**src/rtl/uart_fifo_pkg.sv**
```systemverilog
package uart_fifo_pkg;

  localparam int REG_AW = 3;
  localparam int REG_DW = 8;

  localparam logic [REG_AW-1:0] A_CTRL  = 3'd0;
  localparam logic [REG_AW-1:0] A_TXWM  = 3'd1;
  localparam logic [REG_AW-1:0] A_RXWM  = 3'd2;
  localparam logic [REG_AW-1:0] A_SIZE  = 3'd3;
  localparam logic [REG_AW-1:0] A_STAT  = 3'd4;
  localparam logic [REG_AW-1:0] A_TXCNT = 3'd5;
  localparam logic [REG_AW-1:0] A_RXCNT = 3'd6;

  localparam int ST_TDRE = 0;
  localparam int ST_RDRF = 1;
  localparam int ST_TOVF = 2;
  localparam int ST_RUNF = 3;

  typedef struct packed {
    logic rxq_en;
    logic txq_en;
    logic rx_on;
    logic tx_on;
  } ctrl_t;

  // log2 depth to size code: 1->0, 4->1, 8->2 ... 128->6
  function automatic logic [2:0] size_code(input int lg);
    if (lg < 2) return 3'd0;
    return 3'(lg - 1);
  endfunction

endpackage

```
**src/rtl/uart_fifo_core.sv**
```systemverilog
module uart_fifo_core #(
  parameter int LG = 3,
  parameter int W  = 8
) (
  input  logic          clk,
  input  logic          rst_n,
  input  logic          q_en,
  input  logic          flush,
  input  logic          push,
  input  logic [W-1:0]  wdata,
  input  logic          pop,
  output logic [W-1:0]  head,
  output logic [LG:0]   count,
  output logic          full,
  output logic          empty
);
  localparam int DEPTH = 1 << LG;
  localparam int CW    = LG + 1;
  localparam int PW    = (LG == 0) ? 1 : LG;

  logic [W-1:0]  mem [DEPTH];
  logic [PW-1:0] wr_ptr_q, wr_ptr_d, rd_ptr_q, rd_ptr_d;
  logic [CW-1:0] count_q, count_d, eff_depth;
  logic          push_ok, pop_ok;

  function automatic logic [PW-1:0] step(input logic [PW-1:0] p,
                                         input logic [CW-1:0] lim);
    if (CW'(p) == lim - CW'(1)) return '0;
    return p + PW'(1);
  endfunction

  always_comb begin
    eff_depth = q_en ? CW'(DEPTH) : CW'(1);
    full      = (count_q == eff_depth);
    empty     = (count_q == '0);
    push_ok   = push && !full;
    pop_ok    = pop && !empty;
    wr_ptr_d  = wr_ptr_q;
    rd_ptr_d  = rd_ptr_q;
    count_d   = count_q;
    if (flush) begin
      wr_ptr_d = '0;
      rd_ptr_d = '0;
      count_d  = '0;
    end else begin
      if (push_ok) wr_ptr_d = step(wr_ptr_q, eff_depth);
      if (pop_ok)  rd_ptr_d = step(rd_ptr_q, eff_depth);
      case ({push_ok, pop_ok})
        2'b10:   count_d = count_q + CW'(1);
        2'b01:   count_d = count_q - CW'(1);
        default: count_d = count_q;
      endcase
    end
  end

  always_ff @(posedge clk or negedge rst_n) begin
    if (!rst_n) begin
      wr_ptr_q <= '0;
      rd_ptr_q <= '0;
      count_q  <= '0;
    end else begin
      wr_ptr_q <= wr_ptr_d;
      rd_ptr_q <= rd_ptr_d;
      count_q  <= count_d;
    end
  end

  always_ff @(posedge clk) begin
    if (push_ok && !flush) mem[wr_ptr_q] <= wdata;
  end

  assign head  = mem[rd_ptr_q];
  assign count = count_q;


  count_bound_chk: assert property (@(posedge clk) disable iff (!rst_n)
    count_q <= eff_depth);


  flush_empty_chk: assert property (@(posedge clk) disable iff (!rst_n)
    flush |=> (count_q == '0));

endmodule

```
**src/rtl/uart_fifo_regs.sv**
```systemverilog
module uart_fifo_regs
  import uart_fifo_pkg::*;
#(
  parameter int TX_LG = 3,
  parameter int RX_LG = 3
) (
  input  logic              clk,
  input  logic              rst_n,
  input  logic              cfg_wr,
  input  logic [REG_AW-1:0] cfg_addr,
  input  logic [REG_DW-1:0] cfg_wdata,
  output logic [REG_DW-1:0] cfg_rdata,
  input  logic [TX_LG:0]    tx_count,
  input  logic [RX_LG:0]    rx_count,
  input  logic              tx_ovf_evt,
  input  logic              rx_unf_evt,
  output ctrl_t             ctrl,
  output logic              flush,
  output logic              tdre,
  output logic              rdrf
);
  ctrl_t             ctrl_q, ctrl_d;
  logic [REG_DW-1:0] txwm_q, txwm_d, rxwm_q, rxwm_d;
  logic              ovf_q, ovf_d, unf_q, unf_d;
  logic              locked, wr_ctrl, wr_stat;
  ctrl_t             wr_val;

  always_comb begin
    locked  = ctrl_q.tx_on | ctrl_q.rx_on;
    wr_ctrl = cfg_wr && (cfg_addr == A_CTRL);
    wr_stat = cfg_wr && (cfg_addr == A_STAT);
    wr_val  = ctrl_t'(cfg_wdata[3:0]);

    ctrl_d = ctrl_q;
    flush  = 1'b0;
    if (wr_ctrl) begin
      ctrl_d.tx_on = wr_val.tx_on;
      ctrl_d.rx_on = wr_val.rx_on;
      if (!locked) begin
        ctrl_d.txq_en = wr_val.txq_en;
        ctrl_d.rxq_en = wr_val.rxq_en;
        flush = (wr_val.txq_en != ctrl_q.txq_en) ||
                (wr_val.rxq_en != ctrl_q.rxq_en);
      end
    end

    txwm_d = txwm_q;
    rxwm_d = rxwm_q;
    if (cfg_wr && !locked && (cfg_addr == A_TXWM)) txwm_d = cfg_wdata;
    if (cfg_wr && !locked && (cfg_addr == A_RXWM)) rxwm_d = cfg_wdata;

    ovf_d = (ovf_q && !(wr_stat && cfg_wdata[ST_TOVF])) || tx_ovf_evt;
    unf_d = (unf_q && !(wr_stat && cfg_wdata[ST_RUNF])) || rx_unf_evt;
  end

  always_ff @(posedge clk or negedge rst_n) begin
    if (!rst_n) begin
      ctrl_q <= '0;
      txwm_q <= '0;
      rxwm_q <= REG_DW'(1);
      ovf_q  <= 1'b0;
      unf_q  <= 1'b0;
    end else begin
      ctrl_q <= ctrl_d;
      txwm_q <= txwm_d;
      rxwm_q <= rxwm_d;
      ovf_q  <= ovf_d;
      unf_q  <= unf_d;
    end
  end

  assign tdre = (9'(tx_count) <= 9'(txwm_q));
  assign rdrf = (9'(rx_count) >= 9'(rxwm_q));
  assign ctrl = ctrl_q;

  always_comb begin
    cfg_rdata = '0;
    case (cfg_addr)
      A_CTRL:  cfg_rdata = {4'b0, ctrl_q};
      A_TXWM:  cfg_rdata = txwm_q;
      A_RXWM:  cfg_rdata = rxwm_q;
      A_SIZE:  cfg_rdata = {1'b0, ctrl_q.rxq_en ? size_code(RX_LG) : 3'd0,
                            1'b0, ctrl_q.txq_en ? size_code(TX_LG) : 3'd0};
      A_STAT:  cfg_rdata = {4'b0, unf_q, ovf_q, rdrf, tdre};
      A_TXCNT: cfg_rdata = REG_DW'(tx_count);
      A_RXCNT: cfg_rdata = REG_DW'(rx_count);
      default: cfg_rdata = '0;
    endcase
  end


  wm_lock_chk: assert property (@(posedge clk) disable iff (!rst_n)
    locked |=> ($stable(txwm_q) && $stable(rxwm_q)));


  qen_lock_chk: assert property (@(posedge clk) disable iff (!rst_n)
    locked |=> ($stable(ctrl_q.txq_en) && $stable(ctrl_q.rxq_en)));


  ovf_sticky_chk: assert property (@(posedge clk) disable iff (!rst_n)
    tx_ovf_evt |=> ovf_q);

endmodule

```
**src/rtl/uart_fifo_wm.sv**
```systemverilog
module uart_fifo_wm
  import uart_fifo_pkg::*;
#(
  parameter int TX_LG = 3,
  parameter int RX_LG = 3
) (
  input  logic       clk,
  input  logic       rst_n,
  input  logic       cfg_wr,
  input  logic [2:0] cfg_addr,
  input  logic [7:0] cfg_wdata,
  output logic [7:0] cfg_rdata,
  input  logic       tx_wr,
  input  logic [7:0] tx_wdata,
  input  logic       tx_take,
  output logic [7:0] tx_head,
  output logic       tx_avail,
  input  logic       rx_put,
  input  logic [7:0] rx_pdata,
  input  logic       rx_pop,
  output logic [7:0] rx_rdata,
  output logic       tdre,
  output logic       rdrf
);
  logic [TX_LG:0] tx_count;
  logic [RX_LG:0] rx_count;
  logic           tx_full, tx_empty, rx_full, rx_empty, flush;
  logic [7:0]     rx_head, rx_rdata_q, rx_rdata_d;
  ctrl_t          ctrl;

  uart_fifo_regs #(.TX_LG(TX_LG), .RX_LG(RX_LG)) regs_i (
    .clk(clk), .rst_n(rst_n), .cfg_wr(cfg_wr), .cfg_addr(cfg_addr),
    .cfg_wdata(cfg_wdata), .cfg_rdata(cfg_rdata),
    .tx_count(tx_count), .rx_count(rx_count),
    .tx_ovf_evt(tx_wr && tx_full), .rx_unf_evt(rx_pop && rx_empty),
    .ctrl(ctrl), .flush(flush), .tdre(tdre), .rdrf(rdrf)
  );

  uart_fifo_core #(.LG(TX_LG), .W(8)) txq_i (
    .clk(clk), .rst_n(rst_n), .q_en(ctrl.txq_en), .flush(flush),
    .push(tx_wr), .wdata(tx_wdata), .pop(tx_take), .head(tx_head),
    .count(tx_count), .full(tx_full), .empty(tx_empty)
  );

  uart_fifo_core #(.LG(RX_LG), .W(8)) rxq_i (
    .clk(clk), .rst_n(rst_n), .q_en(ctrl.rxq_en), .flush(flush),
    .push(rx_put), .wdata(rx_pdata), .pop(rx_pop), .head(rx_head),
    .count(rx_count), .full(rx_full), .empty(rx_empty)
  );

  always_comb begin
    rx_rdata_d = rx_rdata_q;
    if (rx_pop && !rx_empty) rx_rdata_d = rx_head;
  end

  always_ff @(posedge clk or negedge rst_n) begin
    if (!rst_n) rx_rdata_q <= '0;
    else        rx_rdata_q <= rx_rdata_d;
  end

  assign rx_rdata = rx_rdata_q;
  assign tx_avail = !tx_empty;


  underflow_hold_chk: assert property (@(posedge clk) disable iff (!rst_n)
    (rx_pop && rx_empty) |=> $stable(rx_rdata));


  tx_drop_chk: assert property (@(posedge clk) disable iff (!rst_n)
    (tx_wr && tx_full && !tx_take && !flush) |=> (tx_count == $past(tx_count)));


  rx_drop_chk: assert property (@(posedge clk) disable iff (!rst_n)
    (rx_put && rx_full && !rx_pop && !flush) |=> (rx_count == $past(rx_count)));


  flush_both_chk: assert property (@(posedge clk) disable iff (!rst_n)
    flush |=> (tx_count == '0 && rx_count == '0));

endmodule

```
**config.mk**
```make
export PLATFORM = sky130hd
export DESIGN_NAME = uart_fifo_wm
export DESIGN_NICKNAME = d
export VERILOG_FILES = /design/src/rtl/uart_fifo_pkg.sv /design/src/rtl/uart_fifo_core.sv /design/src/rtl/uart_fifo_regs.sv /design/src/rtl/uart_fifo_wm.sv
export SDC_FILE = /design/constraint.sdc
export NUM_CORES = 1
export LEC_CHECK = 0
export ABC_AREA = 0
export BUFFER_PORTS_ARGS = -buffer_cell sky130_fd_sc_hd__buf_2
export CORE_MARGIN = 4
export CORE_UTILIZATION = 50
export CTS_CLUSTER_DIAMETER = 60
export DETAILED_ROUTE_END_ITERATION = 6
export PLACE_DENSITY = 0.68
export SETUP_SLACK_MARGIN = 0.5
export SKIP_CTS_REPAIR_TIMING = 1
export SLEW_MARGIN = 20
export SYNTH_ARGS = -nofsm -noshare
export SYNTH_HDL_FRONTEND = slang
export SYNTH_HIERARCHICAL = 1
export SYNTH_SLANG_ARGS = --single-unit
```
**constraint.sdc**
```tcl
create_clock -name clk -period 2.8 [get_ports clk]
set_input_delay 0.28 -clock clk [delete_from_list [all_inputs] [get_ports clk]]
set_output_delay 0.28 -clock clk [all_outputs]
set_load 0.02 [all_outputs]
```
==> reports/qor.csv, run 1 <==
stage,metric,value,unit
floorplan,Site Rows,46,
worst_hold_path,hold crit path type,input pin to register,
synth,Yosys top cell area share,47.6,%
power,Total Power,9.94,mW
finish,"Core Util, Final",62.4,%
sta,Final WS setup,0.398,ns
floorplan,Top Ports,61,
sta,final setup fails,0,
grt,total congestion overflow,0,
critical_path,CP required,3.13,ns
power,Max VDD drop,0.938,mV
power,PwrDens,1010,nW/um^2
cts,total CTS buffers,17,
critical_path,critical path class,register to register,
sta,RSZ-0062 raised after global routing,true,
grt,Total GRT Usage,18.5,%
cts,clk root buf,clkbuf_16,
routing,DRT iter0 DRCs,344,
routing,drt drc,0,
grt,initial antenna violation count,0,
floorplan,Die W,135,um
grt,largest net degree at the start of global routing,46,
critical_path,worst-path fanout max,6,
cts,clock slew at reported path FFs,0.07,ns
place,Post-DP HPWL,10900,um
critical_path,critical path's slowest cell,dfrtp_2,
place,Place WS,0.364,ns
synth,Mapped Cells,500,
floorplan,Starting Density,51.0,%
cts,CTS tree,done,
synth,post-synthesis sequential area ratio,63.1,%
sta,slew at the pin closest to its max-slew limit,0.603,ns
critical_path,crit-path cells,"buf_4, o41ai_4, nor2_2, ha_1, a21o_2, a21o_1, nor3b_4, o21ai_1, nor3b_2",
critical_path,crit end category,register,
synth,Syn Area/Cell,16.1,sq um
synth,most frequently used flop master after synthesis,edfxtp_1,
routing,Vias/cell,5.58,
sta,normalized max-slew margin,59.8,%
routing,Pre-antenna DRT Iters,4,
place,routability cong.,0.839,
sta,maximum clock frequency,0.416,GHz
synth,Synth cell types,61,
sta,Clock Skew,0.00722,ns
finish,Layout area overhead,22.4,%
synth,most instantiated cells after synthesis,"edfxtp_1 (128), dfrtp_1 (49), mux2_2 (39)",
routing,Routed Antenna Nets,0,
routing,Routed wire per std cell,19.7,um
floorplan,Core ar.,15800,sq um
sta,Hold WS,0.107,ns
grt,first-pass GRT wire length,25900,um
floorplan,die area,18200,sq um
cts,clk buf depth,2,
critical_path,startpoint types,register,
synth,Ys Warns,6,
critical_path,Critical Path Max Stage Delay,0.47,ns
routing,WL final,16700,um
synth,"count leader, synth",edfxtp_1,
floorplan,die height,135,um
routing,via count,4711,
cts,clock latency at the later pin of the worst-skew pair,0.42,ns
synth,Post-Syn Nets,552,
sta,Final period util,85.8,%
sta,"Hold Vio Cnt, Final",0,
sta,"Slew Viols, Final",0,
sta,final setup TNS,0,ns
grt,vias in the first global route,4788,
synth,synth top area cells,"edfxtp_1 (48%), dfrtp_1 (15%), mux4_2 (9.2%)",
finish,layout cell share with drive strength beyond 1,46.6,%
synth,"Cell Area, Synth",8070,sq um
synth,"EDFF count, synth",128,
synth,async set-reset flop share out of synthesis,28.1,%
cts,CTS sink cnt,178,
job,max-cap viol count,0,
critical_path,critical path startpoint,txq_i/count[2],
synth,leading area contributor after synthesis,edfxtp_1,
place,# port buffers,60,
status,status,completed,
worst_hold_path,hold_sp,cfg_wdata[4],
finish,Post-layout nets,669,
critical_path,Critical Path AT,2.74,ns
power,P_leak,3.74,nW
synth,"FF+latch count, synth",178,
critical_path,reg2reg start,txq_i/count[2],
sta,Final min period,2.40,ns
finish,n_diodes,0,
cts,depth of the CTS H-tree,4,
[worst paths after layout]
kind                                     endpoint  slack [ns]  cells past startpoint
worst max-delay path               txq_i/count[3]        0.40                      9
worst max register to register     txq_i/count[3]        0.40                      9
max in group asynchronous       txq_i/wr_ptr_q[2]        1.84                      3
worst min-delay path             regs_i/rxwm_q[4]        0.11                      2
worst min register to register       regs_i/unf_q        0.49                      1
min in group asynchronous        regs_i/rxwm_q[4]        0.42                      2
[layout make-up]
| class | count | area [sq um] |
|---|---|---|
| Clock buffer | 17 | 425 |
| Sequential cell | 178 | 5110 |
| Clock inverter | 14 | 165 |
| Multi-Input combinational cell | 284 | 3020 |
| Tap cell | 216 | 270 |
| Timing Repair Buffer | 121 | 833 |
| Fill cell | 1151 | 5950 |
| Inverter | 15 | 56.3 |
[where the power goes]
part           leakage, nW  switching (mW)  internal [mW]  total [mW]
Sequential            1.75           0.505           3.36        3.87
Combinational         1.71            1.75           1.97        3.71
Clock                0.284           0.964           1.40        2.36
[layout by cell type (no fill, tap or decap), drive strengths merged, types with 2 or more instances in the layout]
| cell type | Yosys | final |
|---|---|---|
| o21ai | 10 | 10 |
| dfrtp | 49 | 49 |
| bufinv | 0 | 3 |
| nor4 | 5 | 5 |
| fa | 2 | 2 |
| o22ai | 5 | 5 |
| nand2b | 5 | 5 |
| nand4 | 2 | 2 |
| buf | 12 | 120 |
| clkinvlp | 0 | 3 |
| clkinv | 0 | 7 |
| nand3 | 4 | 4 |
| and2 | 3 | 3 |
| ha | 16 | 16 |
| inv | 15 | 16 |
| mux2 | 47 | 47 |
| a21o | 7 | 7 |
| nand3b | 2 | 2 |
| o41ai | 2 | 2 |
| a22oi | 7 | 7 |
| xnor2 | 6 | 6 |
| or3b | 2 | 2 |
| or3 | 6 | 6 |
| mux2i | 9 | 9 |
| edfxtp | 128 | 128 |
| a211oi | 3 | 3 |
| nand4b | 2 | 2 |
| a31oi | 5 | 5 |
| nor3 | 14 | 14 |
| nor3b | 10 | 10 |
| nor2b | 4 | 4 |
| nor2 | 32 | 32 |
| o21a | 2 | 2 |
| o211ai | 2 | 2 |
| o31ai | 2 | 2 |
| nand2 | 15 | 15 |
| mux4 | 33 | 33 |
| a21oi | 13 | 13 |
| clkbuf | 11 | 17 |
[routing by layer]
metal / vias up / share of wire, % / wire (um) / track usage [%]
li1: 2191 / - / - / -
met1: 2408 / 43 / 7100 / 24.6
met2: 101 / 52 / 8710 / 31.0
met3: 11 / 4.1 / 688 / 4.58
met4: 0 / 0.95 / 159 / 4.70
met5: - / 0 / 0 / 0
[flip-flops by register name, summed over array words and instances (netlist names)]
name,flops
regs_i/ctrl,4
rx_rdata,8
txq_i/wr_ptr_q,3
txq_i/rd_ptr_q,3
regs_i/txwm_q,8
regs_i/ovf_q,1
txq_i/count,4
rxq_i/wr_ptr_q,3
txq_i/mem,64
regs_i/rxwm_q,8
rxq_i/rd_ptr_q,3
regs_i/unf_q,1
rxq_i/mem,64
rxq_i/count,4
[stage by stage]
stage,cells,cell area [sq um]
after floorplan,500,8130
after global placement,788,8850
after detailed placement,788,8850
after CTS,819,9440
after global routing,845,9880
final,845,9880
[worst max-delay path, delay by kind of cell, from the launching register on]
kind	cells	cell delay, ns
compound gates	4	0.91
simple gates	3	0.47
flops	1	0.47
fa+ha+maj	1	0.30
buf+inv	1	0.16
[kinds of logic (layout without fill, tap and decap cells)]
| group | after synthesis | count (layout) | share of synthesized area [%] |
|---|---|---|---|
| AOI/OAI and AO/OA | 62 | 62 | 5.80 |
| muxes | 89 | 89 | 17.3 |
| and+or+nand+nor | 109 | 109 | 7.94 |
| DFF | 178 | 178 | 63.1 |
| buffers and inverters | 38 | 167 | 2.26 |
| xor gates and xnor gates | 6 | 6 | 0.651 |
| adders and majority gates | 18 | 18 | 2.98 |
No activity file was read; power rests on OpenSTA's default activity.
==> run 2: changes to the inputs <==
--- a/config.mk
+++ b/config.mk
@@ -7,6 +7,8 @@
 export LEC_CHECK = 0
 export ABC_AREA = 0
 export BUFFER_PORTS_ARGS = -buffer_cell sky130_fd_sc_hd__buf_2
+export CAP_MARGIN = 20
+export CORE_ASPECT_RATIO = 1.1
 export CORE_MARGIN = 4
 export CORE_UTILIZATION = 50
 export CTS_CLUSTER_DIAMETER = 60
==> reports/qor.csv, run 2 (synthesis results as in run 1) <==
stage,metric,value,unit,change
sta,final setup fails,0,,unchanged
finish,"Core Util, Final",62.0,%,-0.42 points
cts,clk buf depth,2,,unchanged
sta,RSZ-0062 raised after global routing,true,,
grt,largest net degree at the start of global routing,39,,-15%
sta,"Hold Vio Cnt, Final",35,,+35
power,Internal,6.65,mW,-1.0%
job,max-cap viol count,0,,unchanged
critical_path,critical path's slowest cell,dfrtp_2,,
grt,vias in the first global route,4874,,+1.8%
sta,normalized max-slew margin,41.2,%,-19 points
power,P_leak,3.71,nW,-0.79%
cts,clk root buf,clkbuf_16,,
power,NetSw,3.33,mW,+3.6%
power,PwrDens,1020,nW/um^2,+1.4%
sta,Hold WS,-0.0312,ns,-0.138 ns
routing,via count,4642,,-1.5%
finish,FF/Latch Area,5110,sq um,about the same
routing,Vias/cell,5.67,,+1.7%
critical_path,Critical Path AT,2.68,ns,-0.06 ns
finish,top flop regs,"rxq_i/mem (64), txq_i/mem (64)",,
place,Post-DP HPWL,10600,um,-2.2%
finish,"commonest non-fill, non-tap cell in the layout",edfxtp_1,,
cts,clock latency at the later pin of the worst-skew pair,0.43,ns,about the same
finish,Post-layout nets,658,,-1.6%
routing,WL final,16000,um,-3.8%
finish,n_diodes,0,,unchanged
critical_path,critical path class,register to register,,
floorplan,Top Ports,61,,unchanged
finish,multi-input logic area,2960,sq um,-2.2%
grt,first-pass GRT wire length,25500,um,-1.7%
power,Sw Share,33.4,%,+1.0 points
critical_path,startpoint types,register,,
grt,initial antenna violation count,0,,unchanged
cts,CTS sink cnt,178,,unchanged
grt,Total GRT Usage,18.1,%,-0.42 points
sta,"Slew Viols, Final",0,,unchanged
floorplan,Site Rows,48,,+4.3%
routing,DRT iter0 DRCs,275,,-20%
finish,layout cell share with drive strength beyond 1,45.1,%,-1.5 points
status,status,"finished, violations left",,
floorplan,Die W,129,um,-4.4%
worst_hold_path,hold crit path type,input pin to async pin,,
sta,final setup TNS,0,ns,unchanged
floorplan,Starting Density,51.1,%,+0.11 points
routing,drt drc,0,,unchanged
sta,slew at the pin closest to its max-slew limit,0.882,ns,+0.279 ns
critical_path,Top delay family on crit path,compound AO/OA/AOI/OAI gates,,
critical_path,crit-path cells,"mux2_2, o31a_4, nor2_4, ha_1, a21o_2, a21o_1, nor3b_1, o21a_1, nor3_1",,
cts,depth of the CTS H-tree,4,,unchanged
cts,total CTS buffers,17,,unchanged
grt,total congestion overflow,0,,unchanged
routing,Routed wire per std cell,19.6,um,-0.73%
sta,maximum clock frequency,0.429,GHz,+3.0%
critical_path,Critical Path Max Stage Delay,0.40,ns,-0.07 ns
sta,Final min period,2.33,ns,-0.0703 ns
power,Max VDD drop,0.611,mV,-35%
sta,Clock Skew,0.0136,ns,+0.00636 ns
power,Clock power frac,24.5,%,+0.8 points
routing,Routed Antenna Nets,0,,unchanged
power,Logic pwr share,37.2,%,-0.2 points
finish,filler cell count,1142,,-0.78%
finish,most frequent cells in the layout,"edfxtp_1 (128), buf_2 (51), buf_4 (43), dfrtp_1 (41), mux2_2 (35)",,
critical_path,WP buf/inv,0,,-1
sta,Final period util,83.3,%,-2.5 points
routing,Pre-antenna DRT Iters,5,,+1
place,routability cong.,0.830,,-1.1%
cts,clock slew at reported path FFs,0.08,ns,about the same
finish,Layout area overhead,21.3,%,
floorplan,Core ar.,15800,sq um,-0.21%
floorplan,die area,18200,sq um,about the same
place,# port buffers,60,,unchanged
critical_path,worst-path fanout max,4,,-2
floorplan,die height,141,um,+4.6%
cts,CTS tree,done,,
critical_path,crit end category,register,,
status,failing checks,negative hold slack,,
power,Reg power frac,38.2,%,-0.7 points
critical_path,R2R Setup Slk,0.47,ns,+0.07 ns
critical_path,CP required,3.14,ns,about the same
==> run 2: cell types whose count changed in the layout (fill, tap and decap cells not counted), sizes merged <==
cell	change
inv	+7
clkbuf	+2
buf	-12
bufinv	-2
clkinvlp	-2
clkinv	-2
dlygate4sd3	-1
==> run 2: path summary, 6_finish.rpt <==
kind / from / endpoint / cells after the start
worst max register to register: regs_i/ctrl[3] / rxq_i/count[3] / 9
worst min register to register: regs_i/ovf_q / regs_i/ovf_q / 1
worst min-delay path: rst_n / regs_i/ctrl[1] / 1
max in group asynchronous: rst_n / rx_rdata[1] / 2
min in group clk: cfg_wdata[5] / regs_i/rxwm_q[5] / 2
worst max-delay path: regs_i/ctrl[3] / rxq_i/count[3] / 9
==> run 2: per-layer routing <==
layer | part of all wire [%] | GRT usage [%]
met1 | 44 | 24.1
met2 | 52 | 30.4
met3 | 2.9 | 2.97
met4 | 0.83 | 6.47
met5 | 0 | 0
==> run 2: layout make-up <==
| class | instances | area share, % |
|---|---|---|
| clock buffer | 17 | 4.34 |
| clock inverter | 15 | 2.11 |
| inverter | 15 | 0.575 |
| multi-input combinational | 284 | 30.2 |
| sequential | 178 | 52.1 |
| tap | 200 | 2.55 |
| timing repair buffer | 110 | 8.11 |
==> run 2: metrics by stage <==
| step | power (mW) | std cells | hold slack (ns) | instance area (sq um) | worst slack (ns) |
|---|---|---|---|---|---|
| after floorplan | 6.15 | 500 | -0.0156 | 8130 | 0.455 |
| after global placement | 6.97 | 771 | 0.444 | 8810 | 0.441 |
| after detailed placement | 7.07 | 771 | 0.453 | 8810 | 0.409 |
| after CTS | 9.55 | 803 | -0.0120 | 9450 | 0.356 |
| after global routing | 10.6 | 819 | 0.0483 | 9790 | 0.376 |
| final | 9.99 | 819 | -0.0312 | 9790 | 0.468 |
==> run 2: power groups by stage <==
stage / registers (mW) / clock network, mW / logic (mW)
after floorplan: 3.78 / 0 / 2.37
final: 3.82 / 2.45 / 3.72
after detailed placement: 3.86 / 0 / 3.20
after global placement: 3.84 / 0 / 3.14
after global routing: 3.89 / 2.62 / 4.05
after CTS: 3.81 / 2.50 / 3.24
==> run 3: changes to the inputs <==
--- a/config.mk
+++ b/config.mk
@@ -13,7 +13,7 @@
 export CORE_UTILIZATION = 50
 export CTS_CLUSTER_DIAMETER = 60
 export DETAILED_ROUTE_END_ITERATION = 6
-export PLACE_DENSITY = 0.68
+export PLACE_DENSITY = 0.71
 export SETUP_SLACK_MARGIN = 0.5
 export SKIP_CTS_REPAIR_TIMING = 1
 export SLEW_MARGIN = 20
==> constraint.sdc (replaced) <==
create_clock -name clk -period 1.9 [get_ports clk]
set_input_delay 0.19 -clock clk [delete_from_list [all_inputs] [get_ports clk]]
set_output_delay 0.19 -clock clk [all_outputs]
set_load 0.02 [all_outputs]
==> reports/qor.csv, run 3 (synthesis results as in run 1) <==
stage,metric,value,unit,change
status,status,"finished, violations left",,
status,failing checks,negative setup slack,,
finish,"Core Util, Final",68.7,%,+6.7 points
critical_path,WP buf/inv,1,,+1
sta,normalized max-slew margin,53.5,%,+12 points
grt,vias in the first global route,5090,,+4.4%
sta,Final WS setup,-0.312,ns,-0.780 ns
place,# port buffers,60,,unchanged
finish,FF/Latch Area,5110,sq um,about the same
finish,Layout area overhead,34.4,%,
grt,total congestion overflow,0,,unchanged
job,max-cap viol count,0,,unchanged
power,P_leak,4.14,nW,+12%
place,Place WS,-0.276,ns,-0.685 ns
finish,Post-layout nets,723,,+9.9%
finish,top flop regs,"rxq_i/mem (64), txq_i/mem (64)",,
floorplan,Die W,129,um,unchanged
power,PwrDens,1470,nW/um^2,+45%
power,Sw Share,33.7,%,+0.32 points
place,Post-DP HPWL,11600,um,+9.2%
sta,final setup TNS,-28.67,ns,-28.67 ns
power,Logic pwr share,44.2,%,+7.0 points
power,Internal,10.6,mW,+59%
sta,slew at the pin closest to its max-slew limit,0.698,ns,-0.184 ns
sta,"Slew Viols, Final",0,,unchanged
finish,filler cell count,999,,-13%
cts,clock latency at the later pin of the worst-skew pair,0.43,ns,about the same
cts,clk root buf,clkbuf_16,,
finish,most frequent cells in the layout,"edfxtp_1 (128), buf_4 (72), buf_2 (46), buf_6 (40), dfrtp_1 (40)",,
routing,Pre-antenna DRT Iters,5,,unchanged
grt,initial antenna violation count,0,,unchanged
sta,Final min period,2.21,ns,
critical_path,CP required,1.71,ns,-1.43 ns
critical_path,Critical Path AT,2.02,ns,-0.66 ns
sta,final setup fails,148,,+148
floorplan,die height,141,um,unchanged
critical_path,worst-path fanout max,3,,-1
finish,n_diodes,0,,unchanged
routing,Routed wire per std cell,20.4,um,+4.3%
grt,Total GRT Usage,19.1,%,+0.97 points
critical_path,Top delay family on crit path,simple AND/OR/NAND/NOR gates,,
critical_path,Critical Path Max Stage Delay,0.61,ns,+0.21 ns
power,Total Power,16.0,mW,+60%
critical_path,critical path class,register to output port,,
critical_path,crit end category,output port,,
critical_path,crit-path cells,"nor4_1, o21ai_2, a21oi_2, a21o_1, buf_6",,
power,Max VDD drop,0.818,mV,+34%
critical_path,critical path's slowest cell,nor4_1,,
sta,RSZ-0062 raised after global routing,true,,
critical_path,startpoint types,register,,
place,routability cong.,0.819,,-1.2%
sta,Clock Skew,0.00757,ns,-0.00601 ns
finish,"commonest non-fill, non-tap cell in the layout",edfxtp_1,,
routing,via count,5054,,+8.9%
power,Reg power frac,35.2,%,-3.0 points
floorplan,die area,18200,sq um,unchanged
floorplan,Starting Density,51.1,%,unchanged
worst_hold_path,hold crit path type,input pin to register,,
cts,CTS tree,done,,
floorplan,Core ar.,15800,sq um,unchanged
cts,total CTS buffers,17,,unchanged
power,Clock power frac,20.5,%,-4.0 points
sta,Hold WS,0.00628,ns,+0.0374 ns
routing,Vias/cell,5.72,,+0.87%
cts,depth of the CTS H-tree,4,,unchanged
cts,clock slew at reported path FFs,0.07,ns,about the same
routing,DRT iter0 DRCs,357,,+30%
cts,clk buf depth,2,,unchanged
sta,maximum clock frequency,0.452,GHz,
finish,multi-input logic area,3340,sq um,+13%
power,NetSw,5.39,mW,+62%
grt,first-pass GRT wire length,26600,um,+4.5%
routing,Routed Antenna Nets,0,,unchanged
routing,WL final,18000,um,+13%
routing,drt drc,0,,unchanged
finish,layout cell share with drive strength beyond 1,55.7,%,+11 points
cts,CTS sink cnt,178,,unchanged
floorplan,Site Rows,48,,unchanged
sta,Final period util,116,%,
sta,"Hold Vio Cnt, Final",0,,-100%
grt,largest net degree at the start of global routing,39,,unchanged
floorplan,Top Ports,61,,unchanged
[run 3: changes by cell type in the layout (fill, tap and decap cells not counted), moves of 6 or more]
cell	before	now
mux2_4	12	19
nor2_4	1	10
ha_1	13	7
buf_6	13	40
mux2_2	35	28
buf_4	43	72
nor2_1	28	20
o21ai_0	7	1
buf_12	1	9
ha_4	2	8
[run 3: layer usage]
layer / track usage [%] / wire [um] / vias up
li1: - / - / 2311
met1: 23.6 / 7120 / 2595
met2: 33.8 / 9910 / 119
met3: 3.92 / 677 / 29
met4: 5.75 / 343 / 0
met5: 0 / 0 / -
[run 3: final cells by class]
type	instances	share of cell area, %
flip-flops and latches	178	47.1
multi-input cells	284	30.8
repair buffers	175	14.2
clock buffers	19	3.99
well taps	200	2.31
clock inverters	13	1.13
inverters	15	0.519
[run 3: power by group through the flow]
stage                     registers [mW]  clock network [mW]  logic [mW]
after floorplan                     5.61                   0        3.94
after global placement              5.61                   0        5.55
after detailed placement            5.65                   0        5.77
after CTS                           5.57                3.34        5.79
after global routing                5.72                3.53        7.57
final                               5.63                3.28        7.07
[run 3: metrics by stage]
stage	area, sq um	std cells
after floorplan	8400	500
after detailed placement	9500	819
after CTS	10100	851
after global routing	10800	884
after global placement	9500	819
final	10800	884
[run 3: worst paths after layout]
kind                             startpoint                to  slack (ns)  cells past startpoint
hold reg to reg                regs_i/unf_q      regs_i/unf_q        0.49                      1
hold / removal                 cfg_wdata[6]  regs_i/rxwm_q[6]       0.006                      2
max in group asynchronous             rst_n  regs_i/rxwm_q[0]        1.12                      3
min in group asynchronous             rst_n  regs_i/rxwm_q[6]        0.19                      2
setup reg to reg             regs_i/ctrl[3]    rxq_i/count[3]       -0.30                      9
setup / recovery           regs_i/rxwm_q[7]      cfg_rdata[1]       -0.31                      5
